--- config.mk ---
export PLATFORM = sky130hd
export DESIGN_NAME = tdc_cal_ctrl
export DESIGN_NICKNAME = d
export VERILOG_FILES = /design/src/rtl/tdc_cal_pkg.sv /design/src/rtl/tdc_cal_div.sv /design/src/rtl/tdc_cal_hist.sv /design/src/rtl/tdc_cal_lut.sv /design/src/rtl/tdc_cal_ctrl.sv
export SDC_FILE = /design/constraint.sdc
export NUM_CORES = 1
export LEC_CHECK = 0
export BUFFER_PORTS_ARGS = -buffer_cell sky130_fd_sc_hd__buf_2
export CAP_MARGIN = 10
export CELL_PAD_IN_SITES_DETAIL_PLACEMENT = 0
export CELL_PAD_IN_SITES_GLOBAL_PLACEMENT = 1
export CORE_MARGIN = 4
export CORE_UTILIZATION = 51
export DETAILED_ROUTE_END_ITERATION = 10
export GPL_TIMING_DRIVEN = 0
export HOLD_SLACK_MARGIN = 0.1
export PLACE_DENSITY = 0.94
export SYNTH_ARGS = -nofsm -noshare
export SYNTH_HDL_FRONTEND = slang
export SYNTH_SLANG_ARGS = --single-unit
--- constraint.sdc ---
create_clock -name clk -period 10.8 [get_ports clk]
set_clock_uncertainty 0.2 [all_clocks]
set_input_delay 0.54 -clock clk [delete_from_list [all_inputs] [get_ports clk]]
set_output_delay 0.54 -clock clk [all_outputs]
set_load 0.02 [all_outputs]
--- src/rtl/tdc_cal_pkg.sv ---
// Shared state encodings for the delay-line calibration sequencer.
package tdc_cal_pkg;

    // Top-level phase of the calibration run.
    typedef enum logic [2:0] {
        T_HIST,
        T_F0_REQ,
        T_F0_WAIT,
        T_F_REQ,
        T_F_WAIT,
        T_LUT,
        T_READY
    } top_st_e;

    // Histogram engine: clear, wait for a pulse, read-modify-write, finished.
    typedef enum logic [2:0] {
        H_CLEAR,
        H_COLLECT,
        H_WAIT,
        H_WRITE,
        H_DONE
    } hist_st_e;

    // Lookup builder: read bin, capture and divide, write entry.
    typedef enum logic [2:0] {
        L_IDLE,
        L_RD,
        L_CAP,
        L_DIV,
        L_WR,
        L_DONE
    } lut_st_e;

endpackage

--- src/rtl/tdc_cal_div.sv ---
// Restoring unsigned divider, one quotient bit per cycle.
// Assumes NW >= 2. A start pulse loads the operands. After NW step cycles,
// done pulses for one cycle and quot then holds until the next start.
// A zero divisor gives an all-ones quotient.
module tdc_cal_div #(
    parameter int NW = 17,
    parameter int DW = 8
) (
    input  logic          clk,
    input  logic          rst_n,
    input  logic          start,
    input  logic [NW-1:0] num,
    input  logic [DW-1:0] den,
    output logic [NW-1:0] quot,
    output logic          done
);
    localparam int CW = $clog2(NW + 1);

    logic [NW-1:0] qr;
    logic [DW-1:0] rem;
    logic [DW-1:0] den_q;
    logic [CW-1:0] cnt;
    logic [DW:0]   trial;
    logic          ge;

    // Trial subtraction for the current step.
    always_comb begin
        trial = {rem, qr[NW-1]};
        ge    = trial >= {1'b0, den_q};
    end

    // Operand load, shift-subtract iteration and completion pulse.
    always_ff @(posedge clk) begin
        if (!rst_n) begin
            qr    <= '0;
            rem   <= '0;
            den_q <= '0;
            cnt   <= '0;
            done  <= 1'b0;
        end else if (start) begin
            qr    <= num;
            rem   <= '0;
            den_q <= den;
            cnt   <= CW'(NW);
            done  <= 1'b0;
        end else if (cnt != '0) begin
            rem  <= ge ? DW'(trial - {1'b0, den_q}) : trial[DW-1:0];
            qr   <= {qr[NW-2:0], ge};
            cnt  <= cnt - 1'b1;
            done <= (cnt == CW'(1));
        end else begin
            done <= 1'b0;
        end
    end

    assign quot = qr;
endmodule

--- src/rtl/tdc_cal_hist.sv ---
// Code-density histogram engine.
// After reset it zeroes every bin, one per cycle. It then accepts a pulse
// only while idle, and increments its bin by read, wait, write. It stops
// after 2^FP_W accepted hits. Assumes the memory returns read data one cycle
// after the address.
module tdc_cal_hist
    import tdc_cal_pkg::*;
#(
    parameter int RAW_W = 4,
    parameter int FP_W  = 8
) (
    input  logic             clk,
    input  logic             rst_n,
    input  logic             pulse_valid,
    input  logic [RAW_W-1:0] pulse_raw,
    input  logic [FP_W:0]    hist_rdata,
    output logic [RAW_W-1:0] hist_addr,
    output logic             hist_we,
    output logic [FP_W:0]    hist_wdata,
    output logic             done
);
    localparam int NBINS = 1 << RAW_W;
    localparam int TOTAL = 1 << FP_W;

    hist_st_e         state;
    logic [RAW_W-1:0] clr_idx;
    logic [RAW_W-1:0] raw_q;
    logic [FP_W:0]    bin_q;
    logic [FP_W:0]    hit_cnt;

    // Phase sequencing, operand capture and hit counting.
    always_ff @(posedge clk) begin
        if (!rst_n) begin
            state   <= H_CLEAR;
            clr_idx <= '0;
            raw_q   <= '0;
            bin_q   <= '0;
            hit_cnt <= '0;
        end else begin
            case (state)
                H_CLEAR: begin
                    clr_idx <= clr_idx + 1'b1;
                    if (clr_idx == RAW_W'(NBINS - 1)) state <= H_COLLECT;
                end
                H_COLLECT: begin
                    if (pulse_valid) begin
                        raw_q <= pulse_raw;
                        state <= H_WAIT;
                    end
                end
                H_WAIT: begin
                    bin_q <= hist_rdata;
                    state <= H_WRITE;
                end
                H_WRITE: begin
                    hit_cnt <= hit_cnt + 1'b1;
                    state   <= (hit_cnt == (FP_W+1)'(TOTAL - 1)) ? H_DONE : H_COLLECT;
                end
                default: state <= H_DONE;
            endcase
        end
    end

    // Memory port drive for the current phase.
    always_comb begin
        hist_we    = 1'b0;
        hist_wdata = '0;
        hist_addr  = raw_q;
        case (state)
            H_CLEAR: begin
                hist_we   = 1'b1;
                hist_addr = clr_idx;
            end
            H_COLLECT: hist_addr = pulse_raw;
            H_WRITE: begin
                hist_we    = 1'b1;
                hist_wdata = bin_q + 1'b1;
            end
            default: ;
        endcase
    end

    assign done = (state == H_DONE);
endmodule

--- src/rtl/tdc_cal_lut.sv ---
// Cumulative lookup-table builder.
// On start it walks bins 0..NBINS-1. Each entry gets floor(f0*acc/f), where
// acc is the sum of bins 1..i-1, and then bin i is added to acc (bin 0 never
// is). f0 and f must be stable from start until done.
module tdc_cal_lut
    import tdc_cal_pkg::*;
#(
    parameter int RAW_W  = 4,
    parameter int FP_W   = 8,
    parameter int FREQ_W = 8
) (
    input  logic                    clk,
    input  logic                    rst_n,
    input  logic                    start,
    input  logic [FREQ_W-1:0]       f0,
    input  logic [FREQ_W-1:0]       f,
    input  logic [FP_W:0]           hist_rdata,
    output logic [RAW_W-1:0]        hist_addr,
    output logic [RAW_W-1:0]        lut_addr,
    output logic                    lut_we,
    output logic [FP_W+FREQ_W:0]    lut_wdata,
    output logic                    done
);
    localparam int NBINS = 1 << RAW_W;
    localparam int ACC_W = FP_W + 1;
    localparam int LUT_W = ACC_W + FREQ_W;

    lut_st_e          state;
    logic [RAW_W-1:0] idx;
    logic [ACC_W-1:0] acc;
    logic [ACC_W-1:0] bin_q;
    logic [LUT_W-1:0] div_num;
    logic [LUT_W-1:0] div_quot;
    logic             div_start;
    logic             div_done;
    logic             last;

    assign last      = (idx == RAW_W'(NBINS - 1));
    assign div_start = (state == L_CAP);
    assign div_num   = LUT_W'(acc) * LUT_W'(f0);

    tdc_cal_div #(.NW(LUT_W), .DW(FREQ_W)) u_div (
        .clk   (clk),
        .rst_n (rst_n),
        .start (div_start),
        .num   (div_num),
        .den   (f),
        .quot  (div_quot),
        .done  (div_done)
    );

    // Entry sequencing and running sum of bin widths.
    always_ff @(posedge clk) begin
        if (!rst_n) begin
            state <= L_IDLE;
            idx   <= '0;
            acc   <= '0;
            bin_q <= '0;
        end else begin
            case (state)
                L_IDLE: if (start) state <= L_RD;
                L_RD:   state <= L_CAP;
                L_CAP: begin
                    bin_q <= hist_rdata;
                    state <= L_DIV;
                end
                L_DIV:  if (div_done) state <= L_WR;
                L_WR: begin
                    if (idx != '0) acc <= acc + bin_q;
                    idx   <= idx + 1'b1;
                    state <= last ? L_DONE : L_RD;
                end
                default: state <= L_DONE;
            endcase
        end
    end

    assign hist_addr = idx;
    assign lut_addr  = idx;
    assign lut_we    = (state == L_WR);
    assign lut_wdata = div_quot;
    assign done      = (state == L_WR) && last;
endmodule

--- src/rtl/tdc_cal_ctrl.sv ---
// Delay-line calibration sequencer, top level.
// Runs histogram collection, two frequency readings (reference, then
// current) and the lookup build, and then holds ready. It owns the
// histogram port in the collection phase and lends its read side to the
// lookup builder afterwards. Assumes freq_done pulses once per request.
module tdc_cal_ctrl
    import tdc_cal_pkg::*;
#(
    parameter int RAW_W  = 4,
    parameter int FP_W   = 8,
    parameter int FREQ_W = 8
) (
    input  logic                 clk,
    input  logic                 rst_n,
    input  logic                 pulse_valid,
    input  logic [RAW_W-1:0]     pulse_raw,
    output logic [RAW_W-1:0]     hist_addr,
    output logic                 hist_we,
    output logic [FP_W:0]        hist_wdata,
    input  logic [FP_W:0]        hist_rdata,
    output logic                 freq_start,
    input  logic                 freq_done,
    input  logic [FREQ_W-1:0]    freq_value,
    output logic [RAW_W-1:0]     lut_addr,
    output logic                 lut_we,
    output logic [FP_W+FREQ_W:0] lut_wdata,
    output logic                 ready
);
    top_st_e           state;
    logic [FREQ_W-1:0] f0_q;
    logic [FREQ_W-1:0] f_q;
    logic              lut_start;
    logic              lut_done;
    logic              hist_done;
    logic [RAW_W-1:0]  h_addr;
    logic              h_we;
    logic [FP_W:0]     h_wdata;
    logic [RAW_W-1:0]  l_haddr;

    tdc_cal_hist #(.RAW_W(RAW_W), .FP_W(FP_W)) u_hist (
        .clk         (clk),
        .rst_n       (rst_n),
        .pulse_valid (pulse_valid),
        .pulse_raw   (pulse_raw),
        .hist_rdata  (hist_rdata),
        .hist_addr   (h_addr),
        .hist_we     (h_we),
        .hist_wdata  (h_wdata),
        .done        (hist_done)
    );

    assign lut_start = (state == T_F_WAIT) && freq_done;

    tdc_cal_lut #(.RAW_W(RAW_W), .FP_W(FP_W), .FREQ_W(FREQ_W)) u_lut (
        .clk        (clk),
        .rst_n      (rst_n),
        .start      (lut_start),
        .f0         (f0_q),
        .f          (f_q),
        .hist_rdata (hist_rdata),
        .hist_addr  (l_haddr),
        .lut_addr   (lut_addr),
        .lut_we     (lut_we),
        .lut_wdata  (lut_wdata),
        .done       (lut_done)
    );

    // Phase sequencing and capture of the two frequency readings.
    always_ff @(posedge clk) begin
        if (!rst_n) begin
            state <= T_HIST;
            f0_q  <= '0;
            f_q   <= '0;
        end else begin
            case (state)
                T_HIST:    if (hist_done) state <= T_F0_REQ;
                T_F0_REQ:  state <= T_F0_WAIT;
                T_F0_WAIT: if (freq_done) begin
                    f0_q  <= freq_value;
                    state <= T_F_REQ;
                end
                T_F_REQ:   state <= T_F_WAIT;
                T_F_WAIT:  if (freq_done) begin
                    f_q   <= freq_value;
                    state <= T_LUT;
                end
                T_LUT:     if (lut_done) state <= T_READY;
                default:   state <= T_READY;
            endcase
        end
    end

    // Histogram port ownership: collector first, then lookup reads only.
    always_comb begin
        if (state == T_HIST) begin
            hist_addr  = h_addr;
            hist_we    = h_we;
            hist_wdata = h_wdata;
        end else begin
            hist_addr  = l_haddr;
            hist_we    = 1'b0;
            hist_wdata = '0;
        end
    end

    assign freq_start = (state == T_F0_REQ) || (state == T_F_REQ);
    assign ready      = (state == T_READY);
endmodule

==> results.md <==
* Synth warn at 0
* Sum Neg Setup Slack at 0 ns
* Crit path DAT at 4.87 ns
* Synth top area share at 27.4%
* Fmax at around 210 MHz
* Hold Path Class: in2reg
* # hold bufs at CTS at 0
* Max-slew headroom at between 50% and 60%
* CTS Buf Count at 9
* Worst hold path cell count at 3
* Async set-reset flop share out of synthesis at 0%
* Gpl congestion at 0.839
* Global-route wire length before repair at ~32000 um
* Root Buffer Master: clkbuf_16
* Hold Violations, Final at 0
* Sequential power share at between 40 and 50%
* FP Rows at 46
* Post-synthesis sequential area ratio at a little over a quarter
* Top cells by area, synth: dfxtp_1 (27%), fa_1 (11%), ha_1 (9.5%), mux2i_1 (6.4%), and2_1 (5.5%)
* CP Capture Type: flop
* Number of detailed-routing iterations run before antenna repair at 4
* Worst setup path class: reg2reg
* Slowest cell delay on critical path at 0.55 ns
* Largest net degree at the start of global routing at 18
* Max Cap Viol at 0
* Startpoint types: flop
* GRT Resource Usage Total at 21.5%
* Status: finished, final reports clean
* Wirelength, routed at 18900 um
* Syn_nets at between 1000 and 1500
* I/O pins at 63
* Slowest cell on the critical path: fa_1
* Final Cell Area at 0.00905 mm2
* Clock power frac at 27.9%
* CTS H-tree lvls at 3
* RSZ-0062 raised after global routing: false
* Die Area at 0.0182 mm2
* Fin crit share at 45.0%
* Vias in the first global route at 6611
* Most common cell on crit path: fa_1
* Sw frac at 33.4%
* Pins Over Slew Limit at 0
* Antenna Nets Post-Route at 0
* Post-CTS Setup Inserts at 0
* Worst flop-to-flop path startpoint: u_lut.acc[1]
* PostCTS Resize Cnt at 0
* Routed len/inst at 15.4 um
* Initial antenna violation count at 0
* NetSw at 381 uW
* Mean number of vias per cell at 5.40
* Final net count at roughly 1100
* IO buf count at 62
* PD cells at 126 mW/mm2
* Worst R2R Path Depth at 16
* Clk pin slew, worst setup/hold paths at 0.07 ns
* Clock Tree Buf Depth at 2
* Combinational fraction of design power at 31.0%
* EDFF count, synth at 0
* Placed wire-length estimate at 14500 um
* Post-synthesis register bit count at 112
* DIE WIDTH at 135 um
* TritonCTS clock tree: built
* Crit path required time at about 11 ns
* Slew @ Worst Pin at around 0.74 ns
* Clk Latency, worst-skew pair at 0.35 ns
* Core area at 0.0158 mm2
* Most used DFF post-synth: dfxtp_1
* Worst Hold Launch: hist_rdata[2]
* CTS Sinks at approximately 110
* Synth area leader: dfxtp_1
* Endpoints failing setup at 0
* Post-Syn Area at 0.00819 mm2
* RR Endpoint: u_lut.u_div.quot[13]
* Count of buffer and inverter cells on the critical path at 4
* Share of post-route cells with drive strength above 1 at 10.4%
* Initial core utilization at 51.8%
* Grt total ovfl at 0
* Leakage at 0.00406 uW
* R2r setup slk at 5.94 ns
* Syn Area/Cell at 8.81 um2
* Critical path's top delay family: adder cells
* Die Span Y at 135 um
* Crit-path max FO at 10
* Vias at 6607
* Cell variety after synth at 67
* Critical path cell sequence: clkbuf_1 -> nand2_1 -> fa_1 -> fa_1 -> inv_1 -> fa_1 -> inv_1 -> fa_1 -> inv_1 -> ha_1 -> o211ai_1 -> a21oi_1 -> a211oi_1 -> o21ai_0 -> mux2i_1 -> a21oi_1
* Placed cell area at about 0.0088 mm2
* DR DRC count at 0
* Hold Crit Endpoint: u_lut.bin_q[2]
* Initial DRC count at 277
* VDD IR max at approximately 130 uV
* Area growth syn-to-layout at 10.4%
* Minimum clock period at 4.86 ns
* P_int at 759 uW
* Cell count after synthesis at 930
* # diodes at 0
==> metal layers <==
metal	vias up	track usage, %	share of wire [%]
li1	3276	-	-
met1	3170	28.9	47
met2	136	35.9	47
met3	25	3.91	4.7
met4	0	5.32	1.4
met5	-	0	0
==> synth_stat cells, drive strengths merged, types with 8 or more instances <==
| cell type | number |
|---|---|
| dfxtp | 112 |
| nand2 | 106 |
| inv | 83 |
| and2 | 72 |
| ha | 62 |
| mux2i | 52 |
| nor2 | 47 |
| fa | 44 |
| nor2b | 38 |
| a21oi | 34 |
| a21boi | 32 |
| o21ai | 29 |
| xnor2 | 27 |
| clkbuf | 25 |
| a211oi | 14 |
| nand3 | 14 |
| nor3 | 12 |
| buf | 11 |
| o211a | 11 |
| and3 | 10 |
| xor2 | 10 |
| nand2b | 8 |
| nand4 | 8 |
| o21a | 8 |
==> power groups by stage <==
stage          Combinational (uW)  Clock (uW)  Sequential [uW]
3_5_place_dp                  351           0              478
4_1_cts                       353         322              469
2_1_floorplan                 272           0              477
3_3_place_gp                  348           0              477
6_report                      353         319              469
5_1_grt                       389         337              473
==> cell usage in the layout (no fill, tap or decap), types with 3 or more instances in the layout <==
master,count
nor3_1,11
clkbuf_1,26
o21bai_1,3
a21oi_1,34
a31oi_1,3
dfxtp_1,112
nand2b_1,8
o211ai_1,4
a21o_1,3
nand3b_1,3
xnor2_1,27
a211oi_1,13
clkbuf_16,9
a221oi_1,3
o31ai_1,4
buf_2,69
nor2b_1,38
or3_1,4
nand3_1,14
nand4_1,8
mux2_2,3
fa_1,44
o211a_1,11
xor2_1,10
o21ai_0,28
nand2_1,105
and2_1,72
mux2i_1,52
nor2_1,45
a21boi_0,30
o21a_1,7
ha_1,62
and3_1,10
inv_1,83
==> state kept, by name, summed over array words and instances, names as in the netlist, 9 cells and up <==
register          count
u_hist.bin_q          9
u_hist.hit_cnt        9
u_lut.acc             9
u_lut.u_div.quot     17
u_lut.bin_q           9
==> stage by stage <==
step / worst slack (ns) / util (%) / total power (uW) / hold WS [ns] / cells
floorplan: 6.41 / - / 749 / 0.240 / 930
global placement: 5.93 / 55.4 / 826 / 0.250 / 1208
detailed placement: 5.93 / 55.4 / 829 / 0.255 / 1208
CTS: 5.90 / 57.2 / 1140 / 0.248 / 1223
global route: 5.58 / 57.2 / 1200 / 0.263 / 1223
finish: 5.94 / 57.2 / 1140 / 0.249 / 1223
==> worst max path at each step <==
stage | from | endpoint | depth (start not counted)
final | u_lut.acc[1] | u_lut.u_div.quot[13] | 16
after global routing | u_lut.acc[1] | u_lut.u_div.quot[13] | 16
after CTS | u_lut.acc[1] | u_lut.u_div.quot[13] | 16
after detailed placement | u_lut.acc[1] | u_lut.u_div.quot[13] | 16
after global placement | u_lut.acc[1] | u_lut.u_div.quot[13] | 16
after floorplan | u_lut.acc[1] | u_lut.u_div.quot[13] | 16
==> cell type report <==
cell class | instances | area [um2]
plain buffers | 36 | 168
inverters | 83 | 312
well taps | 216 | 270
multi-input cells | 699 | 5470
fillers | 1459 | 6780
repair buffers | 62 | 310
flip-flops and latches | 112 | 2240
clock buffers | 11 | 243
clock inverters | 4 | 30.0
==> tightest hold or removal path: cells and delay by family <==
family / cells / cell delay, ns
buffers and inverters: 1 / 0.11
AOI/OAI and AO/OA: 1 / 0.06
and+or+nand+nor: 1 / 0.04
==> logic make-up (layout without fill, tap and decap cells) <==
kind of cell / Yosys count / in the layout / share of synthesized area (%)
AOI/OAI and AO/OA: 161 / 161 / 14.1
and+or+nand+nor: 340 / 340 / 21.8
buffers and inverters: 119 / 196 / 5.85
adders and majority gates: 106 / 106 / 20.2
DFF: 112 / 112 / 27.4
xor gates and xnor gates: 37 / 37 / 3.96
muxes: 55 / 55 / 6.77
No activity file was read; power rests on OpenSTA's default activity.
